`config.mk`:
```
export PLATFORM = sky130hd
export DESIGN_NAME = line_status_unit
export DESIGN_NICKNAME = d
export VERILOG_FILES = /design/src/rtl/lsr_pkg.sv /design/src/rtl/lsr_ctrl.sv /design/src/rtl/lsr_datapath.sv /design/src/rtl/line_status_unit.sv
export SDC_FILE = /design/constraint.sdc
export NUM_CORES = 1
export LEC_CHECK = 0
export ABC_AREA = 1
export BUFFER_PORTS_ARGS = -buffer_cell sky130_fd_sc_hd__buf_2
export CAP_MARGIN = 20
export CORE_ASPECT_RATIO = 1.25
export CORE_MARGIN = 8
export CORE_UTILIZATION = 40
export CTS_BUF_LIST = sky130_fd_sc_hd__clkbuf_8
export CTS_CLUSTER_SIZE = 10
export DETAILED_ROUTE_END_ITERATION = 16
export SLEW_MARGIN = 20
export SYNTH_ARGS = -nofsm -noshare
export SYNTH_HDL_FRONTEND = slang
export SYNTH_SLANG_ARGS = --single-unit
```
`constraint.sdc`:
```
create_clock -name clk -period 3.7 [get_ports clk]
set_input_delay 0.37 -clock clk [delete_from_list [all_inputs] [get_ports clk]]
set_output_delay 0.37 -clock clk [all_outputs]
set_load 0.02 [all_outputs]
```
`src/rtl/lsr_pkg.sv`:
```
package lsr_pkg;
  localparam int DATA_W = 8;

  typedef struct packed {
    logic [DATA_W-1:0] data;
    logic              parityErr;
    logic              frameErr;
    logic              brk;
  } rxEntry_t;

  typedef struct packed {
    logic doPush;
    logic doPop;
    logic doClear;
    logic doStatusRd;
    logic overrun;
  } lsrStrobe_t;
endpackage

```
`src/rtl/lsr_ctrl.sv`:
```
module lsr_ctrl
  import lsr_pkg::*;
#(
  parameter int DEPTH = 16,
  localparam int CNTW = $clog2(DEPTH + 1)
) (
  input  logic            pushValid,
  input  logic            popStrobe,
  input  logic            statusRead,
  input  logic            fifoClear,
  input  logic [CNTW-1:0] level,
  output lsrStrobe_t      strobes
);
  localparam logic [CNTW-1:0] FULL = CNTW'(DEPTH);

  logic popOk;
  logic spaceOk;

  always_comb begin
    popOk   = popStrobe && (level != '0) && !fifoClear;
    spaceOk = (level != FULL) || popOk;
    strobes.doClear    = fifoClear;
    strobes.doPop      = popOk;
    strobes.doPush     = pushValid && !fifoClear && spaceOk;
    strobes.overrun    = pushValid && !fifoClear && !spaceOk;
    strobes.doStatusRd = statusRead;
  end
endmodule

```
`src/rtl/lsr_datapath.sv`:
```
module lsr_datapath
  import lsr_pkg::*;
#(
  parameter int DEPTH = 16,
  localparam int PTRW = $clog2(DEPTH),
  localparam int CNTW = $clog2(DEPTH + 1)
) (
  input  logic              clk,
  input  logic              rstN,
  input  lsrStrobe_t        strobes,
  input  rxEntry_t          inEntry,
  input  logic              txHoldEmpty,
  input  logic              txShiftIdle,
  output logic [CNTW-1:0]   level,
  output logic [7:0]        statusByte,
  output logic [DATA_W-1:0] headData
);
  localparam logic [CNTW-1:0] FULL = CNTW'(DEPTH);

  rxEntry_t        mem [DEPTH];
  logic [PTRW-1:0] wrPtr, rdPtr, nextRd;
  logic            ovrSticky, peSticky, feSticky, biSticky, errSticky;

  rxEntry_t newHead;
  logic     headChange;
  logic     inErr, newHeadErr, anySet;

  always_comb begin
    nextRd     = rdPtr + 1'b1;
    inErr      = inEntry.parityErr | inEntry.frameErr | inEntry.brk;
    headChange = 1'b0;
    newHead    = '0;
    if (strobes.doPop && level > 1) begin
      headChange = 1'b1;
      newHead    = mem[nextRd];
    end else if (strobes.doPush && (level == '0 || strobes.doPop)) begin
      headChange = 1'b1;
      newHead    = inEntry;
    end
    newHeadErr = headChange & (newHead.parityErr | newHead.frameErr | newHead.brk);
    anySet     = strobes.overrun | (strobes.doPush & inErr) | newHeadErr;
  end

  always_ff @(posedge clk) begin
    if (strobes.doPush) mem[wrPtr] <= inEntry;
  end

  always_ff @(posedge clk) begin
    if (!rstN || strobes.doClear) begin
      wrPtr <= '0;
      rdPtr <= '0;
      level <= '0;
    end else begin
      if (strobes.doPush) wrPtr <= wrPtr + 1'b1;
      if (strobes.doPop)  rdPtr <= nextRd;
      level <= level + CNTW'(strobes.doPush) - CNTW'(strobes.doPop);
    end
  end

  always_ff @(posedge clk) begin
    if (!rstN || strobes.doClear) begin
      ovrSticky <= 1'b0;
      peSticky  <= 1'b0;
      feSticky  <= 1'b0;
      biSticky  <= 1'b0;
      errSticky <= 1'b0;
    end else begin
      ovrSticky <= (ovrSticky & ~strobes.doStatusRd) | strobes.overrun;
      peSticky  <= (peSticky & ~strobes.doStatusRd) | (headChange & newHead.parityErr);
      feSticky  <= (feSticky & ~strobes.doStatusRd) | (headChange & newHead.frameErr);
      biSticky  <= (biSticky & ~strobes.doStatusRd) | (headChange & newHead.brk);
      errSticky <= (errSticky & ~strobes.doStatusRd) | anySet;
    end
  end

  always_comb begin
    headData   = (level != '0) ? mem[rdPtr].data : '0;
    statusByte = {errSticky, txHoldEmpty & txShiftIdle, txHoldEmpty,
                  biSticky, feSticky, peSticky, ovrSticky, level != '0};
  end


  pop_empty_chk: assert property (@(posedge clk) disable iff (!rstN)
    (level == '0 && !strobes.doPush) |=> (level == '0));


  clear_chk: assert property (@(posedge clk) disable iff (!rstN)
    strobes.doClear |=> (level == '0 && statusByte[4:0] == 5'b0 && !statusByte[7]));


  no_overflow_chk: assert property (@(posedge clk) disable iff (!rstN)
    strobes.overrun |=> (ovrSticky && errSticky && level == FULL));


  read_clear_chk: assert property (@(posedge clk) disable iff (!rstN)
    (strobes.doStatusRd && !anySet && !strobes.doClear) |=> (statusByte[4:1] == 4'b0 && !statusByte[7]));


  full_swap_chk: assert property (@(posedge clk) disable iff (!rstN)
    (level == FULL && strobes.doPush && strobes.doPop) |=> (level == FULL));
endmodule

```
`src/rtl/line_status_unit.sv`:
```
module line_status_unit
  import lsr_pkg::*;
(
  input  logic       clk,
  input  logic       rstN,
  input  logic       pushValid,
  input  logic [7:0] pushData,
  input  logic       pushParityErr,
  input  logic       pushFrameErr,
  input  logic       pushBreak,
  input  logic       popStrobe,
  input  logic       statusRead,
  input  logic       fifoClear,
  input  logic       txHoldEmpty,
  input  logic       txShiftIdle,
  output logic [7:0] statusByte,
  output logic [7:0] headData,
  output logic [4:0] fifoLevel
);
  localparam int DEPTH = 16;

  lsrStrobe_t strobes;
  rxEntry_t   inEntry;
  logic [4:0] level;

  assign inEntry = '{data: pushData, parityErr: pushParityErr,
                     frameErr: pushFrameErr, brk: pushBreak};

  lsr_ctrl #(.DEPTH(DEPTH)) uCtrl (
    .pushValid (pushValid),
    .popStrobe (popStrobe),
    .statusRead(statusRead),
    .fifoClear (fifoClear),
    .level     (level),
    .strobes   (strobes)
  );

  lsr_datapath #(.DEPTH(DEPTH)) uData (
    .clk        (clk),
    .rstN       (rstN),
    .strobes    (strobes),
    .inEntry    (inEntry),
    .txHoldEmpty(txHoldEmpty),
    .txShiftIdle(txShiftIdle),
    .level      (level),
    .statusByte (statusByte),
    .headData   (headData)
  );

  assign fifoLevel = level;
endmodule

```
==> metrics.txt, run 1 <==
status=finished, final reports clean; Tcrit/Tclk final=79.99%; grt ovf=0; DRT antenna net count=0; Max rail drop VDD=293.8 uV; GRT Util Overall=15.44%; Leakage Power=0.003249 uW; RSZ-0062 raised after global routing=false; vias in the first global route=5,393; largest net degree at the start of global routing=65; Core ar.=20,170 sq um; first-pass GRT wire length=29,480 um; critical path, cell by cell=inv_1 -> o21ai_0 -> o22ai_1 -> nor2_1 -> nor2_1 -> o21ai_0 -> a21oi_1 -> buf_2; Syn Nets=726; Avg Vias per Cell=5.288; CTS root buf=clkbuf_8; maximum achievable frequency=337.9 MHz; Num Clock Sinks=198; max-cap viol count=0; Seq/Total Area, Yosys=69.49%; CP max stage cell=inv_1; pre-CTS setup slack=1.111 ns; CTS tree=yes; count leader, synth=edfxtp_1; Initial Util=40.84%; post-route cell area=9090 sq um; CP endpoint kind=output port; cell taking the most area after synthesis=edfxtp_1; layout cells sized above 1=14.69%; PD cells=476.8 nW/um^2; Syn-to-layout area delta=10.33%; Critical Path Max Stage Delay=0.68 ns; post-synth top area share=64.15%; worst path arrival time=2.59 ns; peak fanout along the critical path=32; #FFs+latches synth=198; Tmin final=2.960 ns; ant diodes=0; Detail Placement HPWL=12,050 um; I/O pin count=40; Vert. Die Dim=176.5 um; Initial DRC Count=385; final hold violation count=0; Final Net Count=763; post-synthesis async set-or-reset flop share=0%; Setup crit start kind=flip-flop; Hold WC Path Type=primary input to flip-flop; Synth Cell Area=8239 sq um; CTS Buf Count=17; fin util=45.06%; critical path type=flip-flop to output port; H-tree Lvls=4; PostCTS Resize Cnt=0; Worst-path clk slew=0.09 ns; overall routed net length=18,770 um; Slew HR=31.62%; final setup violation count=0; GPL Wtd Cong=0.8552; syn avg cell area=11.91 sq um; drt first pass iters=5; synth cell count leaders=176 x edfxtp_1, 100 x nor2_1, 94 x nand2_1, 75 x o21ai_0, 46 x nand3_1; clk buf depth=2; initial antenna violation count=0; Post-CTS Setup Inserts=0; unique cell type count in the Yosys netlist=35; Placed Area=8671 sq um; Placement Rows=58; fin worst setup slack=0.7403 ns; hold buffers post-CTS=0; dominant synthesized flop cell=edfxtp_1; Post-synth EDFFs=176; setup_tns=0 ns; Die ar.=25,470 sq um; Worst-Margin Slew=1.022 ns; Ys Warns=0; worst skew pair latency=0.46 ns; # DRC=0; largest cells by area after synthesis=edfxtp_1 64%, dfxtp_1 5.3%, nor2_1 4.6%, o21ai_0 4.6%, nand2_1 4.3%; via count=5,351; Final Max Slew Viols=0; DR WL/cell=18.55 um; PortBufs=39; CP Data Required Time=3.33 ns; Clock Skew=0.01048 ns; Post-Syn Instances=692; chip width=144.4 um
-- kinds of logic after synthesis --
family / count (synthesis) / synth area share [%]
xor gates and xnor gates: 2 / 0.3949
AOI/OAI and AO/OA: 144 / 9.992
adders and majority gates: 15 / 2.369
and+or+nand+nor: 252 / 12.98
DFF: 198 / 69.49
buffers and inverters: 81 / 4.768
-- cell usage in the layout, fill, tap and decap left out, types with 2 or more instances in the layout --
| master | n |
|---|---|
| o21ai_1 | 9 |
| bufinv_16 | 3 |
| o22ai_1 | 10 |
| buf_2 | 39 |
| nand3_1 | 46 |
| edfxtp_1 | 176 |
| clkinv_2 | 3 |
| nor2_1 | 97 |
| nor2_4 | 3 |
| inv_1 | 38 |
| a21oi_1 | 25 |
| clkinv_4 | 5 |
| clkbuf_8 | 17 |
| clkinvlp_4 | 2 |
| nand3_2 | 2 |
| nand2_1 | 94 |
| o21ai_0 | 75 |
| dfxtp_1 | 21 |
| nor2_2 | 4 |
| o221ai_1 | 22 |
| inv_6 | 3 |
| inv_2 | 6 |
| ha_1 | 14 |
| buf_4 | 15 |
-- worst paths after layout --
kind                  start             end  slack (ns)  depth (start not counted)
min reg2reg  uData.feSticky  uData.feSticky        0.48                          2
min              statusRead  uData.peSticky        0.21                          4
max               flip-flop     headData[7]        0.74                          8
max reg2reg  uData.level[2]  uData.level[4]        1.09                         14
-- critical path: cells and delay by family (launching register included) --
kind,cells,cell delay (ns)
buffers and inverters,2,0.89
AO/OA/AOI/OAI,4,0.74
flip-flops,1,0.32
AND/OR/NAND/NOR,2,0.18
-- per-layer routing --
metal | track usage (%) | share of wire (%)
met4 | 7.258 | 2.9
met3 | 3.730 | 7.0
met1 | 18.92 | 41
met5 | 0 | 0
met2 | 25.16 | 49
-- power by group --
| group | switching (uW) | internal (uW) |
|---|---|---|
| combinational | 319 | 131 |
| sequential | 17.2 | 2450 |
| clock | 744 | 672 |
-- cell type report --
class,instances,area [sq um]
multi-input cells,413,2128
clock buffers,17,234.0
well taps,270,337.8
repair buffers,54,307.8
inverters,45,175.2
flip-flops and latches,198,5727
fillers,1881,11080
clock inverters,15,180.2
-- state kept, by name, summed over array words and instances, names as in the netlist, named ones only --
register and count:
uData.biSticky 1, uData.mem 176, uData.rdPtr 4, uData.errSticky 1
uData.feSticky 1, uData.level 5, uData.ovrSticky 1, uData.peSticky 1
uData.wrPtr 4
-- stage by stage --
stage | std cells | power (uW) | hold slack [ns]
floorplan | 692 | 2811 | 0.4442
global placement | 980 | 2958 | 0.4528
detailed placement | 980 | 2970 | 0.4630
CTS | 1012 | 4368 | 0.1847
global route | 1012 | 4504 | 0.1990
finish | 1012 | 4334 | 0.2150
(Power assumes the default switching activity.)
==> run 2, diff against run 1 <==
clock period = 2.4 ns   (was 3.7 ns; I/O delays follow)
==> run 2 against run 1 <==
- clock-buffer cell count unchanged
- clock power up 41%
- non-clock buffer count grew 23
- clock skew grew 0.0047 ns
- hold slack worse by 0.14 ns
- register-to-register slack got worse by 0.89 ns
- sequential cell count unchanged
- critical path type unchanged
==> metrics.txt, run 2 (same netlist as run 1, synthesis figures left out) <==
H-tree Lvls=4 (unchanged); Initial Util=40.84% (unchanged); Avg Vias per Cell=5.334 (+0.88%); overall routed net length=19,550 um (+4.1%); Worst-Margin Slew=0.6598 ns (-0.3621 ns); final hold violation count=0 (unchanged); Tmin final=2.324 ns; drt first pass iters=6 (+1); global route hottest layer=met2; Die ar.=25,470 sq um (unchanged); Top delay family on crit path=buffers and inverters; max-cap viol count=0 (unchanged); CP endpoint kind=output port; hold buffers post-CTS=0 (unchanged); Final Max Slew Viols=0 (unchanged); Placement Rows=58 (unchanged); GPL Wtd Cong=0.8467 (-0.99%); Buf+Inv Stages, Crit Path=3 (+1); layout cells sized above 1=17.78% (+3.1 points); DR WL/cell=18.89 um (+1.8%); Final Non-Filler Cells=1,035 (+2.3%); CP Data Required Time=2.16 ns (-1.17 ns); met1 Use GR=18.78% (-0.15 points); stages on the worst setup path=7 (-1); # DRC=0 (unchanged); initial antenna violation count=0 (unchanged); DRT antenna net count=0 (unchanged); largest net degree at the start of global routing=65 (unchanged); worst path arrival time=2.08 ns (-0.51 ns); CTS Buf Count=17 (unchanged); status=finished, final reports clean; Leakage Power=0.003392 uW (+4.4%); r2r setup slk=0.20 ns (-0.89 ns); PD cells=701.2 nW/um^2 (+47%); Core ar.=20,170 sq um (unchanged); most common cell after layout, fill and taps aside=edfxtp_1; met3 Usage GRT=3.514% (-0.22 points); commonest non-fill, non-tap cells in the layout=176 x edfxtp_1, 100 x nor2_1, 94 x nand2_1; pre-CTS setup slack=0.1067 ns (-1.005 ns); via count=5,521 (+3.2%); grt met2 use=26.14% (+0.98 points); placed insts=999 (+1.9%); vias in the first global route=5,608 (+4.0%); worst r2r dst=uData.level[4]; Critical Path Max Stage Delay=0.39 ns (-0.29 ns); fin worst setup slack=0.07614 ns (-0.6641 ns); reg2reg start=uData.level[2]; Worst-path clk slew=0.10 ns (about the same); Hold WC Path Type=primary input to flip-flop; Final Net Count=786 (+3.0%); critical path, cell by cell=buf_4 -> clkbuf_16 -> o21ai_0 -> o221ai_1 -> nand3_1 -> a21oi_1 -> buf_2; chip width=144.4 um (unchanged); first-pass GRT wire length=30,090 um (+2.1%); ant diodes=0 (unchanged); Top Registers=uData.mem (176), uData.level (5); Setup crit start kind=flip-flop; Tcrit/Tclk final=96.83%; CP max stage cell=dfxtp_4; Max rail drop VDD=363.0 uV (+24%); maximum achievable frequency=430.3 MHz; fillcell total=1,895 (+0.74%); Top reg by flops=uData.mem; setup_tns=0 ns (unchanged); Initial DRC Count=547 (+42%); final setup violation count=0 (unchanged); Syn-to-layout area delta=13.55%; Slew HR=55.96% (+24 points); critical path type=flip-flop to output port; worst skew pair latency=0.47 ns (about the same); CTS root buf=clkbuf_8; CTS tree=yes; peak fanout along the critical path=32 (unchanged); grt ovf=0 (unchanged); GRT Util Overall=15.56% (+0.12 points); Detail Placement HPWL=12,320 um (+2.2%); R2R depth=14 (unchanged); Clock Skew=0.01516 ns (+0.004673 ns); I/O pin count=40 (unchanged); Vert. Die Dim=176.5 um (unchanged); Num Clock Sinks=198 (unchanged); max FFs per register=176 (unchanged); PortBufs=39 (unchanged); clk buf depth=2 (unchanged); crit path to=headData[1]
[run 2: through the flow]
stage	power (uW)	hold slack [ns]	util [%]	area [sq um]
4_1_cts	6577	0.05070	45.73	9226
3_3_place_gp	4587	0.4540	43.91	8859
2_1_floorplan	4351	0.3389	-	8262
5_1_grt	6823	0.07350	46.37	9355
6_report	6560	0.07745	46.37	9355
3_5_place_dp	4605	0.4561	43.91	8859
[run 2: final cells by class]
type / count / area (sq um) / share of cell area, %
clock buffer: 17 / 234.0 / 2.501
clock inverter: 15 / 130.1 / 1.391
inverter: 45 / 181.4 / 1.939
multi-input combinational: 413 / 2152 / 23.00
sequential: 198 / 5734 / 61.29
tap: 270 / 337.8 / 3.611
timing repair buffer: 77 / 585.6 / 6.259
[run 2: repair_timing]
item	4_1_cts	5_1_grt
endpoints found under the setup margin	5	8
cloned	0	3
setup buffers	0	1
resized for setup	2	16
pin swaps	0	2
endpoints found under the hold margin	0	0
[run 2: power breakdown]
| part | total [uW] | internal [uW] | switching (uW) |
|---|---|---|---|
| Sequential | 3800 | 3780 | 24.3 |
| Clock | 2000 | 827 | 1180 |
| Combinational | 754 | 248 | 506 |
[run 2: worst min-delay path by stage]
stage	start	end	slack (ns)	cells past startpoint
after floorplan	pushBreak	uData.mem[0][0]	0.34	0
after global placement	uData.biSticky	uData.biSticky	0.45	2
after detailed placement	uData.ovrSticky	uData.ovrSticky	0.46	2
after CTS	statusRead	uData.ovrSticky	0.05	4
after global routing	statusRead	uData.feSticky	0.07	4
final	statusRead	uData.ovrSticky	0.08	4
[run 2: layer usage]
metal,wire length (um),vias to the layer above
li1,-,2582
met1,8209,2699
met2,9591,203
met3,1328,37
met4,418,0
met5,0,-
[run 2: worst register-to-register path: stages (launching register included)]
cell and delay (ns):
dfxtp_2 0.34, inv_2 0.09, ha_4 0.16, nand4_4 0.12
nand2_4 0.07, inv_1 0.05, ha_1 0.27, inv_1 0.06
ha_1 0.15, inv_1 0.06, fa_2 0.35, o21bai_1 0.13
a21oi_1 0.09, o21ai_1 0.12, a21oi_1 0.05
==> run 3, diff against run 2 <==
--- a/config.mk
+++ b/config.mk
@@ -7,3 +7,2 @@
 export LEC_CHECK = 0
-export ABC_AREA = 1
 export BUFFER_PORTS_ARGS = -buffer_cell sky130_fd_sc_hd__buf_2
--- a/constraint.sdc
+++ b/constraint.sdc
@@ -3,2 +3,2 @@
 set_output_delay 0.24 -clock clk [all_outputs]
-set_load 0.02 [all_outputs]
+set_load 0.1 [all_outputs]
==> run 3 against run 2 <==
- the flow now finishes with violations (setup timing)
- first-iteration DRC count down 48%
- final cell count fell by 24%
- worst setup slack worse by 0.34 ns
- clock skew about the same
- die area is 1.7% lower
- register-to-register slack lost 0.21 ns
- non-clock buffer count up 20
- via count shrank 27%
- cell area grew 3.5%
- clock-buffer cell count stayed put
- sequential cell count did not move
- synthesized area is 1.9% lower
- critical path type unchanged
- largest power group unchanged
==> metrics.txt, run 3 <==
placed insts=744 (-26%); Compound-Gate Fraction of Synth Area=1.502% (-8.5 points); overall routed net length=17,240 um (-12%); Top Registers=uData.mem (176), uData.level (5); Worst-path clk slew=0.10 ns (about the same); post-route cell area=9679 sq um (+3.5%); CTS Buf Count=17 (unchanged); Hold WC Path Type=primary input to flip-flop; WHS Path Cells=3 (-1); CP endpoint kind=output port; P_sw=2022 uW (+18%); post-synthesis mux area share=16.47% (+16 points); switching share of power=28.16% (+2.1 points); fillcell total=1,693 (-11%); #FFs+latches synth=198 (unchanged); DR WL/cell=21.88 um (+16%); critical path, cell by cell=buf_12 -> buf_16 -> mux4_2 -> mux4_2 -> nor2b_4 -> buf_12; crit path to=headData[6]; GPL Wtd Cong=0.7800 (-7.9%); worst path arrival time=2.42 ns (+0.34 ns); Synth Cell Area=8082 sq um (-1.9%); I/O pin count=40 (unchanged); Initial DRC Count=287 (-48%); clk buf depth=2 (unchanged); Detail Placement HPWL=10,880 um (-12%); Synth Area in Adders=2.415% (+0.046 points); stages on the worst setup path=6 (-1); Leakage Power=0.003190 uW (-6.0%); Core ar.=19,960 sq um (-1.1%); DRT antenna net count=0 (unchanged); Syn Nets=446 (-39%); max FFs per register=176 (unchanged); Seq/Total Area, Yosys=70.85% (+1.4 points); post-synth top area share=65.40% (+1.3 points); post-synthesis async set-or-reset flop share=0% (unchanged); # DRC=0 (unchanged); sequential power share=52.9% (-5.1 points); worst skew pair latency=0.47 ns (about the same); via count=4,043 (-27%); Final Net Count=540 (-31%); largest net degree at the start of global routing=33 (-49%); Post-synth EDFFs=176 (unchanged); setup_tns=-2.007 ns (-2.007 ns); largest cells by area after synthesis=edfxtp_1 65%, mux4_1 7.8%, mux4_2 7.8%, dfxtp_1 5.4%, ha_1 2.2%; fin worst setup slack=-0.2620 ns (-0.3382 ns); Combinational Power Share=18.0% (+6.5 points); Max rail drop VDD=455.6 uV (+26%); Top delay family on crit path=multiplexers; Int Pwr=5158 uW (+6.3%); Syn-to-layout area delta=19.77%; CP Data Required Time=2.16 ns (about the same); Die ar.=25,040 sq um (-1.7%); Worst-Margin Slew=0.6310 ns (-0.02883 ns); ant diodes=0 (unchanged); Clock Skew=0.01476 ns (-0.0003976 ns); failing checks=setup timing; chip width=143.1 um (-0.85%); final hold violation count=0 (unchanged); r2r setup slk=-0.01 ns (-0.21 ns); most common cell after layout, fill and taps aside=edfxtp_1; unique cell type count in the Yosys netlist=41 (+17%); Placement Rows=58 (unchanged); Post-Syn Instances=412 (-40%); Placed Area=9027 sq um (+1.9%); CTS root buf=clkbuf_8; Final Max Slew Viols=0 (unchanged); first-pass GRT wire length=26,030 um (-14%); syn avg cell area=19.62 sq um (+65%); vias in the first global route=4,263 (-24%); initial antenna violation count=0 (unchanged); CTS tree=yes; final setup violation count=9 (+9); GRT Util Overall=14.31% (-1.3 points); RSZ-0062 raised after global routing=true; Ys Warns=0 (unchanged); count leader, synth=edfxtp_1; xor and xnor fraction of the mapped netlist area=1.068% (+0.67 points); Vert. Die Dim=174.9 um (-0.88%); main combinational cell family by area after synthesis=multiplexers; Critical Path Max Stage Delay=0.50 ns (+0.11 ns); grt ovf=0 (unchanged); peak fanout along the critical path=5 (-84%); Pwr Total=7181 uW (+9.5%); layout cells sized above 1=42.66% (+25 points); Top reg by flops=uData.mem; clock power share=29.2% (-1.3 points); R2R depth=15 (+1); PortBufs=39 (unchanged); worst r2r dst=uData.level[4]; H-tree Lvls=4 (unchanged); maximum achievable frequency=375.7 MHz (-13%); Initial Util=40.50% (-0.34 points); max-cap viol count=0 (unchanged); cell taking the most area after synthesis=edfxtp_1; Final Non-Filler Cells=788 (-24%); Tcrit/Tclk final=110.9% (+14 points); commonest non-fill, non-tap cells in the layout=176 x edfxtp_1, 52 x mux4_2, 40 x buf_4; Simple-Gate Fraction of Synth Area=5.032% (-8.0 points); Buf+Inv Stages, Crit Path=3 (unchanged); dominant synthesized flop cell=edfxtp_1; critical path type=flip-flop to output port; Slew HR=57.83% (+1.9 points); PD cells=741.8 nW/um^2 (+5.8%); synth cell count leaders=176 x edfxtp_1, 32 x nor2_1, 28 x mux4_2, 24 x mux4_1, 22 x dfxtp_1; Avg Vias per Cell=5.131 (-3.8%); Num Clock Sinks=198 (unchanged); reg2reg start=uData.level[2]; status=finished with violations; drt first pass iters=5 (-1); CP max stage cell=mux4_2; Setup crit start kind=flip-flop; Tmin final=2.662 ns (+0.3382 ns)
run 3: cell count changes after synthesis, sizes merged, moves of 7 or more:
cell / previous run / this run
mux4: 0 / 52
a21oi: 25 / 10
o21ai: 84 / 4
o221ai: 22 / 0
mux2i: 0 / 7
nor2b: 0 / 9
buf: 27 / 17
o22ai: 10 / 2
nand2: 96 / 12
inv: 44 / 14
nor2: 104 / 33
nand3: 48 / 2
run 3: routing by layer:
metal / vias up / track usage [%] / wire (um)
met4: 0 / 5.326 / 293
met5: - / 0 / 0
met2: 97 / 24.21 / 9076
met3: 17 / 2.813 / 661
met1: 2120 / 17.69 / 7210
li1: 1809 / - / -
run 3: tightest hold or removal path, cell delays in order:
cell	delay (ns)
buf_2	0.09
a32oi_1	0.09
nor2_1	0.07
run 3: cells by family after synthesis:
family,Yosys count
multiplexers,59
AND/OR/NAND/NOR,74
AO/OA/AOI/OAI,21
buffers and inverters,36
flip-flops,198
XOR/XNOR,9
adder cells (fa/ha/maj),15
run 3: per-stage QoR:
| stage | setup WS [ns] | hold slack, ns | util [%] |
|---|---|---|---|
| 6_report | -0.2620 | 0.04702 | 48.50 |
| 5_1_grt | -0.3434 | 0.06388 | 48.50 |
| 4_1_cts | -0.3100 | 0.01934 | 48.15 |
| 3_5_place_dp | -0.03368 | 0.4667 | 45.24 |
| 3_3_place_gp | 0.02662 | 0.4538 | 45.24 |
| 2_1_floorplan | -0.1844 | 0.3389 | - |
run 3: power groups by stage:
stage          sequential [uW]  clock (uW)  combinational, uW
6_report                  3800        2090               1290
2_1_floorplan             3950           0                759
4_1_cts                   3800        2130               1260
3_3_place_gp              3870           0               1070
5_1_grt                   3800        2270               1360
3_5_place_dp              3880           0               1080
run 3: worst min path at each step:
stage / startpoint / endpoint / slack (ns)
floorplan: pushBreak / uData.mem[0][0] / 0.34
global placement: uData.feSticky / uData.feSticky / 0.45
detailed placement: uData.feSticky / uData.feSticky / 0.47
CTS: pushValid / uData.ovrSticky / 0.02
global route: pushValid / uData.ovrSticky / 0.06
finish: pushValid / uData.ovrSticky / 0.05
run 3: timing repair:
action                                  CTS  global route
buffers inserted                          5             4
resized for setup                        65             7
hold buffers                              1             0
pin swaps                                 5            10
endpoints found under the setup margin    9            11
gates cloned                              3             0
hold endpoints to repair                  1             0
run 3: area by class of cell:
| cell class | instances | area, sq um | share of cell area, % |
|---|---|---|---|
| sequential | 198 | 5741 | 59.31 |
| multi-input combinational | 178 | 2195 | 22.67 |
| timing repair buffer | 97 | 962.2 | 9.941 |
| tap | 270 | 337.8 | 3.490 |
| clock buffer | 17 | 234.0 | 2.417 |
| clock inverter | 14 | 152.6 | 1.577 |
| inverter | 14 | 57.56 | 0.5946 |
